File: src/rtl/fm_regport.sv
module fm_regport (
  input  logic        clk,
  input  logic        rst_n,
  input  logic        bus_we,
  input  logic [1:0]  bus_addr,
  input  logic [7:0]  bus_wdata,
  output logic [7:0]  rd_data,
  input  logic        timer_a_ovf,
  input  logic        timer_b_ovf,
  output logic        op_wr,
  output logic [2:0]  op_voice,
  output logic [1:0]  op_slot,
  output logic [2:0]  op_field,
  output logic [7:0]  op_value,
  output logic [4:0]  op_mul_x2,
  output logic [8:0]  op_att_qdb,
  output logic        tmr_a_wr,
  output logic [9:0]  tmr_a_load,
  output logic        tmr_b_wr,
  output logic [7:0]  tmr_b_load,
  output logic        key_wr,
  output logic [2:0]  key_voice,
  output logic [3:0]  key_mask,
  output logic        dac_en,
  output logic        dac_wr,
  output logic [7:0]  dac_sample,
  output logic        frq_wr,
  output logic [2:0]  frq_voice,
  output logic [10:0] frq_num,
  output logic [2:0]  frq_block,
  output logic        alg_wr,
  output logic [2:0]  alg_voice,
  output logic [2:0]  alg_sel,
  output logic        unhandled
);
  localparam int VPB = 3;
  localparam int NV  = 2 * VPB;

  logic [7:0] sel_q [2];
  logic [5:0] stage_q [NV];

  wire       bank    = bus_addr[1];
  wire [7:0] r       = sel_q[bank];
  wire [7:0] d       = bus_wdata;
  wire       go      = bus_we && bus_addr[0] && (r != 8'h00);
  wire       slot_ok = (r[1:0] != 2'b11);
  wire [2:0] voice   = {1'b0, r[1:0]} + (bank ? 3'(VPB) : 3'd0);

  wire is_op  = (r >= 8'h30) && (r <= 8'h9F) && slot_ok;
  wire is_flo = (r[7:2] == 6'b101000) && slot_ok;
  wire is_fhi = (r[7:2] == 6'b101001) && slot_ok;
  wire is_alg = (r[7:2] == 6'b101100) && slot_ok;
  wire is_tah = (r == 8'h24);
  wire is_tal = (r == 8'h25);
  wire is_tb  = (r == 8'h26);
  wire is_key = (r == 8'h28);
  wire is_dd  = (r == 8'h2A);
  wire is_dc  = (r == 8'h2B);
  wire known  = is_op | is_flo | is_fhi | is_alg | is_tah | is_tal |
                is_tb | is_key | is_dd | is_dc;

  assign rd_data = {6'b0, timer_a_ovf, timer_b_ovf};

  always_ff @(posedge clk) begin
    if (!rst_n) begin
      sel_q[0]   <= '0;
      sel_q[1]   <= '0;
      for (int i = 0; i < NV; i++) stage_q[i] <= '0;
      op_wr      <= 1'b0;
      op_voice   <= '0;
      op_slot    <= '0;
      op_field   <= '0;
      op_value   <= '0;
      op_mul_x2  <= '0;
      op_att_qdb <= '0;
      tmr_a_wr   <= 1'b0;
      tmr_a_load <= '0;
      tmr_b_wr   <= 1'b0;
      tmr_b_load <= '0;
      key_wr     <= 1'b0;
      key_voice  <= '0;
      key_mask   <= '0;
      dac_en     <= 1'b0;
      dac_wr     <= 1'b0;
      dac_sample <= '0;
      frq_wr     <= 1'b0;
      frq_voice  <= '0;
      frq_num    <= '0;
      frq_block  <= '0;
      alg_wr     <= 1'b0;
      alg_voice  <= '0;
      alg_sel    <= '0;
      unhandled  <= 1'b0;
    end else begin
      op_wr     <= 1'b0;
      tmr_a_wr  <= 1'b0;
      tmr_b_wr  <= 1'b0;
      key_wr    <= 1'b0;
      dac_wr    <= 1'b0;
      frq_wr    <= 1'b0;
      alg_wr    <= 1'b0;
      unhandled <= go && !known;
      if (bus_we && !bus_addr[0]) sel_q[bank] <= d;
      if (go) begin
        if (is_op) begin
          op_wr      <= 1'b1;
          op_voice   <= voice;
          op_slot    <= r[3:2];
          op_field   <= r[6:4] - 3'd3;
          op_value   <= d;
          op_mul_x2  <= (d[3:0] == 4'd0) ? 5'd1 : {d[3:0], 1'b0};
          op_att_qdb <= {2'b0, d[6:0]} + {1'b0, d[6:0], 1'b0};
        end
        if (is_tah) begin
          tmr_a_load[9:2] <= d;
          tmr_a_wr        <= 1'b1;
        end
        if (is_tal) begin
          tmr_a_load[1:0] <= d[1:0];
          tmr_a_wr        <= 1'b1;
        end
        if (is_tb) begin
          tmr_b_load <= d;
          tmr_b_wr   <= 1'b1;
        end
        if (is_key) begin
          key_wr    <= 1'b1;
          key_voice <= d[2:0];
          key_mask  <= d[7:4];
        end
        if (is_dc) dac_en <= d[7];
        if (is_dd && dac_en) begin
          dac_wr     <= 1'b1;
          dac_sample <= d;
        end
        if (is_fhi) stage_q[voice] <= d[5:0];
        if (is_flo) begin
          frq_wr    <= 1'b1;
          frq_voice <= voice;
          frq_num   <= {stage_q[voice][2:0], d};
          frq_block <= stage_q[voice][5:3];
        end
        if (is_alg) begin
          alg_wr    <= 1'b1;
          alg_voice <= voice;
          alg_sel   <= d[2:0];
        end
      end
    end
  end


  one_strobe_chk: assert property (@(posedge clk) disable iff (!rst_n)
    $onehot0({op_wr, tmr_a_wr, tmr_b_wr, key_wr, dac_wr, frq_wr, alg_wr, unhandled}));


  strobe_src_chk: assert property (@(posedge clk) disable iff (!rst_n)
    (|{op_wr, tmr_a_wr, tmr_b_wr, key_wr, dac_wr, frq_wr, alg_wr, unhandled})
      |-> $past(bus_we && bus_addr[0]));


  dac_gate_chk: assert property (@(posedge clk) disable iff (!rst_n)
    dac_wr |-> $past(dac_en));


  unh_quiet_chk: assert property (@(posedge clk) disable iff (!rst_n)
    unhandled |-> ($stable(tmr_a_load) && $stable(tmr_b_load) && $stable(dac_en)));


  tmra_hold_chk: assert property (@(posedge clk) disable iff (!rst_n)
    !tmr_a_wr |-> $stable(tmr_a_load));


  op_voice_chk: assert property (@(posedge clk) disable iff (!rst_n)
    op_wr |-> (op_voice < 3'(NV)));
endmodule

File: config.mk
export PLATFORM = sky130hd
export DESIGN_NAME = fm_regport
export DESIGN_NICKNAME = d
export VERILOG_FILES = /design/src/rtl/fm_regport.sv
export SDC_FILE = /design/constraint.sdc
export NUM_CORES = 1
export LEC_CHECK = 0
export CAP_MARGIN = 0
export CORE_ASPECT_RATIO = 2
export CORE_UTILIZATION = 55
export CTS_CLUSTER_DIAMETER = 80
export DETAILED_ROUTE_END_ITERATION = 16
export PLACE_DENSITY = 0.86
export SLEW_MARGIN = 5
export SYNTH_ARGS = -nofsm -noshare
export SYNTH_HDL_FRONTEND = slang
export SYNTH_SLANG_ARGS = --single-unit
File: constraint.sdc
create_clock -name clk -period 6 [get_ports clk]
set_clock_uncertainty 0.2 [all_clocks]
set_input_delay 0.6 -clock clk [delete_from_list [all_inputs] [get_ports clk]]
set_output_delay 0.6 -clock clk [all_outputs]
set_load 0.01 [all_outputs]
Word level (Yosys, flattened, before mapping)
Memory sizes are Yosys's and may differ from the RTL's. A register that Yosys moved wholly into a read port is not among the register bits.
Index checks and enable logic that the tools add are counted.
Storage, ports and cells
  flip-flop bits (word level): 92
  memory bits (writable): 52
  input port bits: 15
  output and inout port bits: 103
  word-level logic and storage cells: 102
  memories: 2
Memories
  stage_q: words 6, bits a word 6, read ports 1, clocked after Yosys merged registers in 1, wr ports 6, line 40  | logic [5:0] stage_q [NV];
  sel_q: words 2, bits a word 8, read ports 1, clocked after Yosys merged registers in 0, wr ports 2, line 39  | logic [7:0] sel_q [2];
Operators by class
  $add $sub $neg: 3
  $lt $le $gt $ge: 2
  equal/unequal tests: 10
  mux-type cells: 24
  bitwise gates (word level): 9
  reduce and logical (&&, ||, !) cells: 27
Operator list (number)
  8-bit by 6-bit equality test with 1-bit output, second input constant: 6
  2-bit AND reduction: 10
  1-bit 2-to-1 mux: 19
  6-bit equality test, second input constant: 3
  1-bit logical AND: 10
  7-bit by 8-bit adder with 9-bit output: 1
  1-bit OR: 9
  8-bit by 6-bit greater-or-equal comparator with 1-bit output, second input constant: 1
  8-bit less-or-equal comparator, second input constant: 1
  8-bit 2-to-1 mux: 1
  8-bit nonzero test: 1
  8-bit OR reduction: 1
  6-bit 2-to-1 mux: 1
  6-bit OR reduction: 1
  5-bit 2-to-1 mux: 1
  4-bit logical NOT: 1
  2-bit by 2-bit adder with 3-bit output: 1
  1-bit logical NOT: 3
  3-bit 2-to-1 mux: 1
  3-bit by 2-bit subtractor with 3-bit output, second input constant: 1
  2-bit 2-to-1 mux: 1
  2-bit != test, second input constant: 1

Depth between registers and ports, before layout
An unclocked memory read counts as a cell.
  depth in word-level cells: 15
  gate-level depth with buffers: 11

Worst setup path after synthesis
Ideal clock, no wire load.
  kind: input-to-reg
  from: input bus_addr[1]
  to: memory stage_q[0][0], enable pin
  library setup time: 0.377 ns
  data arrival time: 2.950 ns
  data required time: 5.423 ns
  setup slack: 2.473 ns
  stages: 10
  path through: buf_6 > buf_6 > mux2_2 > ha_1 > fa_1 > clkbuf_1 > buf_1 > inv_1 > nand4_1 > o21ai_0
RTL lines
  start: declaration: line 5  | input logic [1:0] bus_addr,
  end: declaration: line 40

==> impl_results.md <==
* Status: finished clean
* Seq/Total Area, Yosys at 53.4%
* Crit. End Element: register
* # resized after CTS at 0
* GRT Util Overall at 29.9%
* Vias post-DR at 5,445
* CTS buffer count at 17
* First-pass GRT wire length at 28,700 um
* Synth Register Bits at 158
* Final TNS setup at 0 ps
* Commonest non-fill, non-tap cell in the layout: clkdlybuf4s50_1
* Required @ worst endpoint at 5860 ps
* DP Worst Slack at 1340 ps
* GPL Wtd Cong at 0.884
* GR Util met1 at 30.6%
* HP Class: reg -> reg
* Row Count at 58
* Post-CTS Hold Buffers at 0
* Initial DRC Count at 499
* Share of layout cells above drive strength 1 at 9.86%
* Post-synth EDFFs at 64
* Startpoint types: primary input
* I/O pin count at 118
* Number of max-cap violations at 0
* Synth cell types at 57
* Initial antenna violation count at 0
* Worst rel slew slack at 32.5%
* DRC violations left at 0
* Congestion Overflow GR at 0
* Mean Syn Cell Area at 11.0 um2
* Detailed Route WL at 18,700 um
* CTS tree: yes
* Largest family of logic cells by synthesized area: simple AND/OR/NAND/NOR gates
* Starting Density at 56.4%
* Drt first pass iters at 5
* Final Hold Fails at 0
* Worst path arrival time at 4120 ps
* Setup Buffers After CTS at 0
* P&R area growth vs syn at 22.9%
* CTS clk-pin slew, worst paths at 70 ps
* Met2 Track Usage GR at 53.6%
* YS warnings at 0
* Antenna cell count at 0
* H-tree levels at 4
* Clock sink count at 158
* Area share of xor/xnor cells in the synthesized design at 0.369%
* Pins Over Slew Limit at 0
* Largest net degree at the start of global routing at 50
* Worst reg2reg path depth at 6
* Core ar. at 0.0126 mm2
* VDD IR max at 0.249 mV
* Synth Flop Type: dfxtp_1
* Busiest layer in global routing: met2
* Post-synthesis simple-gate area fraction at 16.1%
* Clk Latency, worst-skew pair at 430 ps
* Crit path time final at 4260 ps
* Drt via density at 6.12
* Root buf cell: clkbuf_16
* Cell count after placement at 858
* Routed Antenna Nets at 0
* Chip height at 163 um
* Highest net fanout along the worst path at 17
* Final setup fails at 0
* Fmax at 0.235 GHz
* Final HPWL DP at 13,200 um
* WHS Path Cells at 2
* Worst slew pin tran at 1010 ps
* Final worst slack at 1740 ps
* Unrepaired setup endpoints after global routing: no
* CTS max path bufs at 2
* Compound-Gate Fraction of Synth Area at 9.47%
* Setup CP Type: in -> reg
* WL/cell at 21.0 um
* GRT met3 Usage at 6.05%
* Multiplexer share of the synthesized area at 12.9%
* Final net count at 758
* Quantity of I/O buffers inserted on ports at 107
* Syn Inst Count at 646
* Vias in the first global route at 5,423
* Commonest cells after routing, fill and taps aside: 107 x clkdlybuf4s50_1, 94 x dfxtp_1, 64 x edfxtp_1
* Final Non-Filler Cells at 890
* Die Wd at 82.5 um
* Final Cycle Share at 70.9%
* Full die area at 0.0134 mm2
* Mapped cell area at 0.00712 mm2
* Post-synthesis adder-cell area fraction at 3.02%
* Final-layout fill cell count at 909
* Leakage at 3.07 nW
* Pwr/cell area at 287 mW/mm2
* Fraction of registers with async set/reset at 0%
[metal layers]
metal,routed length (um),vias up
li1,-,2477
met5,0,-
met2,10500,286
met4,1100,0
met3,1150,74
met1,5980,2608
[path summary, 6_finish.rpt]
path | start | end | slack (ps)
worst max register to register | sel_q[1][0]$_SDFFCE_PN0P_ | stage_q[6][3]$_DFFE_PP_ | 2530
worst max-delay path | bus_addr[1] | stage_q[6][3]$_DFFE_PP_ | 1740
worst min register to register | alg_voice[0]$_SDFFE_PN0P_ | alg_voice[0]$_SDFFE_PN0P_ | 260
worst min-delay path | alg_voice[0]$_SDFFE_PN0P_ | alg_voice[0]$_SDFFE_PN0P_ | 260
[state kept, by name, summed over array words and instances (netlist names), 2 cells and up]
name and flops:
key_voice 3, alg_voice 3, dac_sample 8, op_att_qdb 8, alg_sel 3, tmr_b_load 8
op_mul_x2 5, frq_num 11, tmr_a_load 10, op_field 3, frq_voice 3, stage_q 48
sel_q 16, op_voice 3, key_mask 4, op_value 8, frq_block 3, op_slot 2
[cells in the mapped netlist, types with 8 or more instances]
cell type  count  area share (%)
dfxtp_1       94              26
edfxtp_1      64              27
mux2i_1       62             8.7
nor2_1        52             2.7
nand2_1       51             2.7
a21oi_1       36             2.5
o21ai_0       34             2.4
clkbuf_1      31             1.6
nor3_1        22             1.5
nand3_1       18             1.3
inv_1         16            0.84
ha_1          14             2.5
and2_1        12             1.1
mux4_2        12             3.8
a211oi_1      11             1.2
buf_4         11             1.2
nand2b_1       9            0.79
nor4_1         8            0.70
[cell type report]
type / count / area [um2] / area share, %
multi-input combinational: 422 / 3000 / 34.3
timing repair buffer: 112 / 1110 / 12.7
sequential: 158 / 3800 / 43.4
inverter: 16 / 60.1 / 0.686
tap: 150 / 188 / 2.14
clock inverter: 13 / 143 / 1.63
clock buffer: 19 / 453 / 5.17
[critical path, cell delays in order]
cell             delay, ps
clkdlybuf4s50_1        920
mux2_2                 420
ha_1                   200
fa_1                   960
nand2_1                230
or2_4                  370
nor2_1                 420
[where the power goes]
| part | switching, mW | internal, mW | leakage (nW) | total (mW) |
|---|---|---|---|---|
| Clock | 0.467 | 0.611 | 0.297 | 1.08 |
| Sequential | 0.0170 | 1.14 | 1.44 | 1.16 |
| Combinational | 0.176 | 0.0996 | 1.33 | 0.276 |
[metrics by stage]
step	util (%)	hold slack (ps)	power (mW)	instance area, um2
6_report	69.4	257	2.51	8760
5_1_grt	69.4	285	2.58	8760
4_1_cts	69.4	260	2.51	8760
3_5_place_dp	64.6	247	1.45	8160
3_3_place_gp	64.6	245	1.43	8160
2_1_floorplan	-	279	1.36	7140
[cells by family (layout without fill, tap and decap cells)]
group / count (synthesis) / after routing
buffers and inverters: 71 / 160
multiplexers: 76 / 76
other: 1 / 6
AO/OA/AOI/OAI: 108 / 108
XOR/XNOR: 3 / 3
adder cells (fa/ha/maj): 16 / 16
flip-flops: 158 / 158
AND/OR/NAND/NOR: 213 / 213
Power figures use the tool's default switching activity.
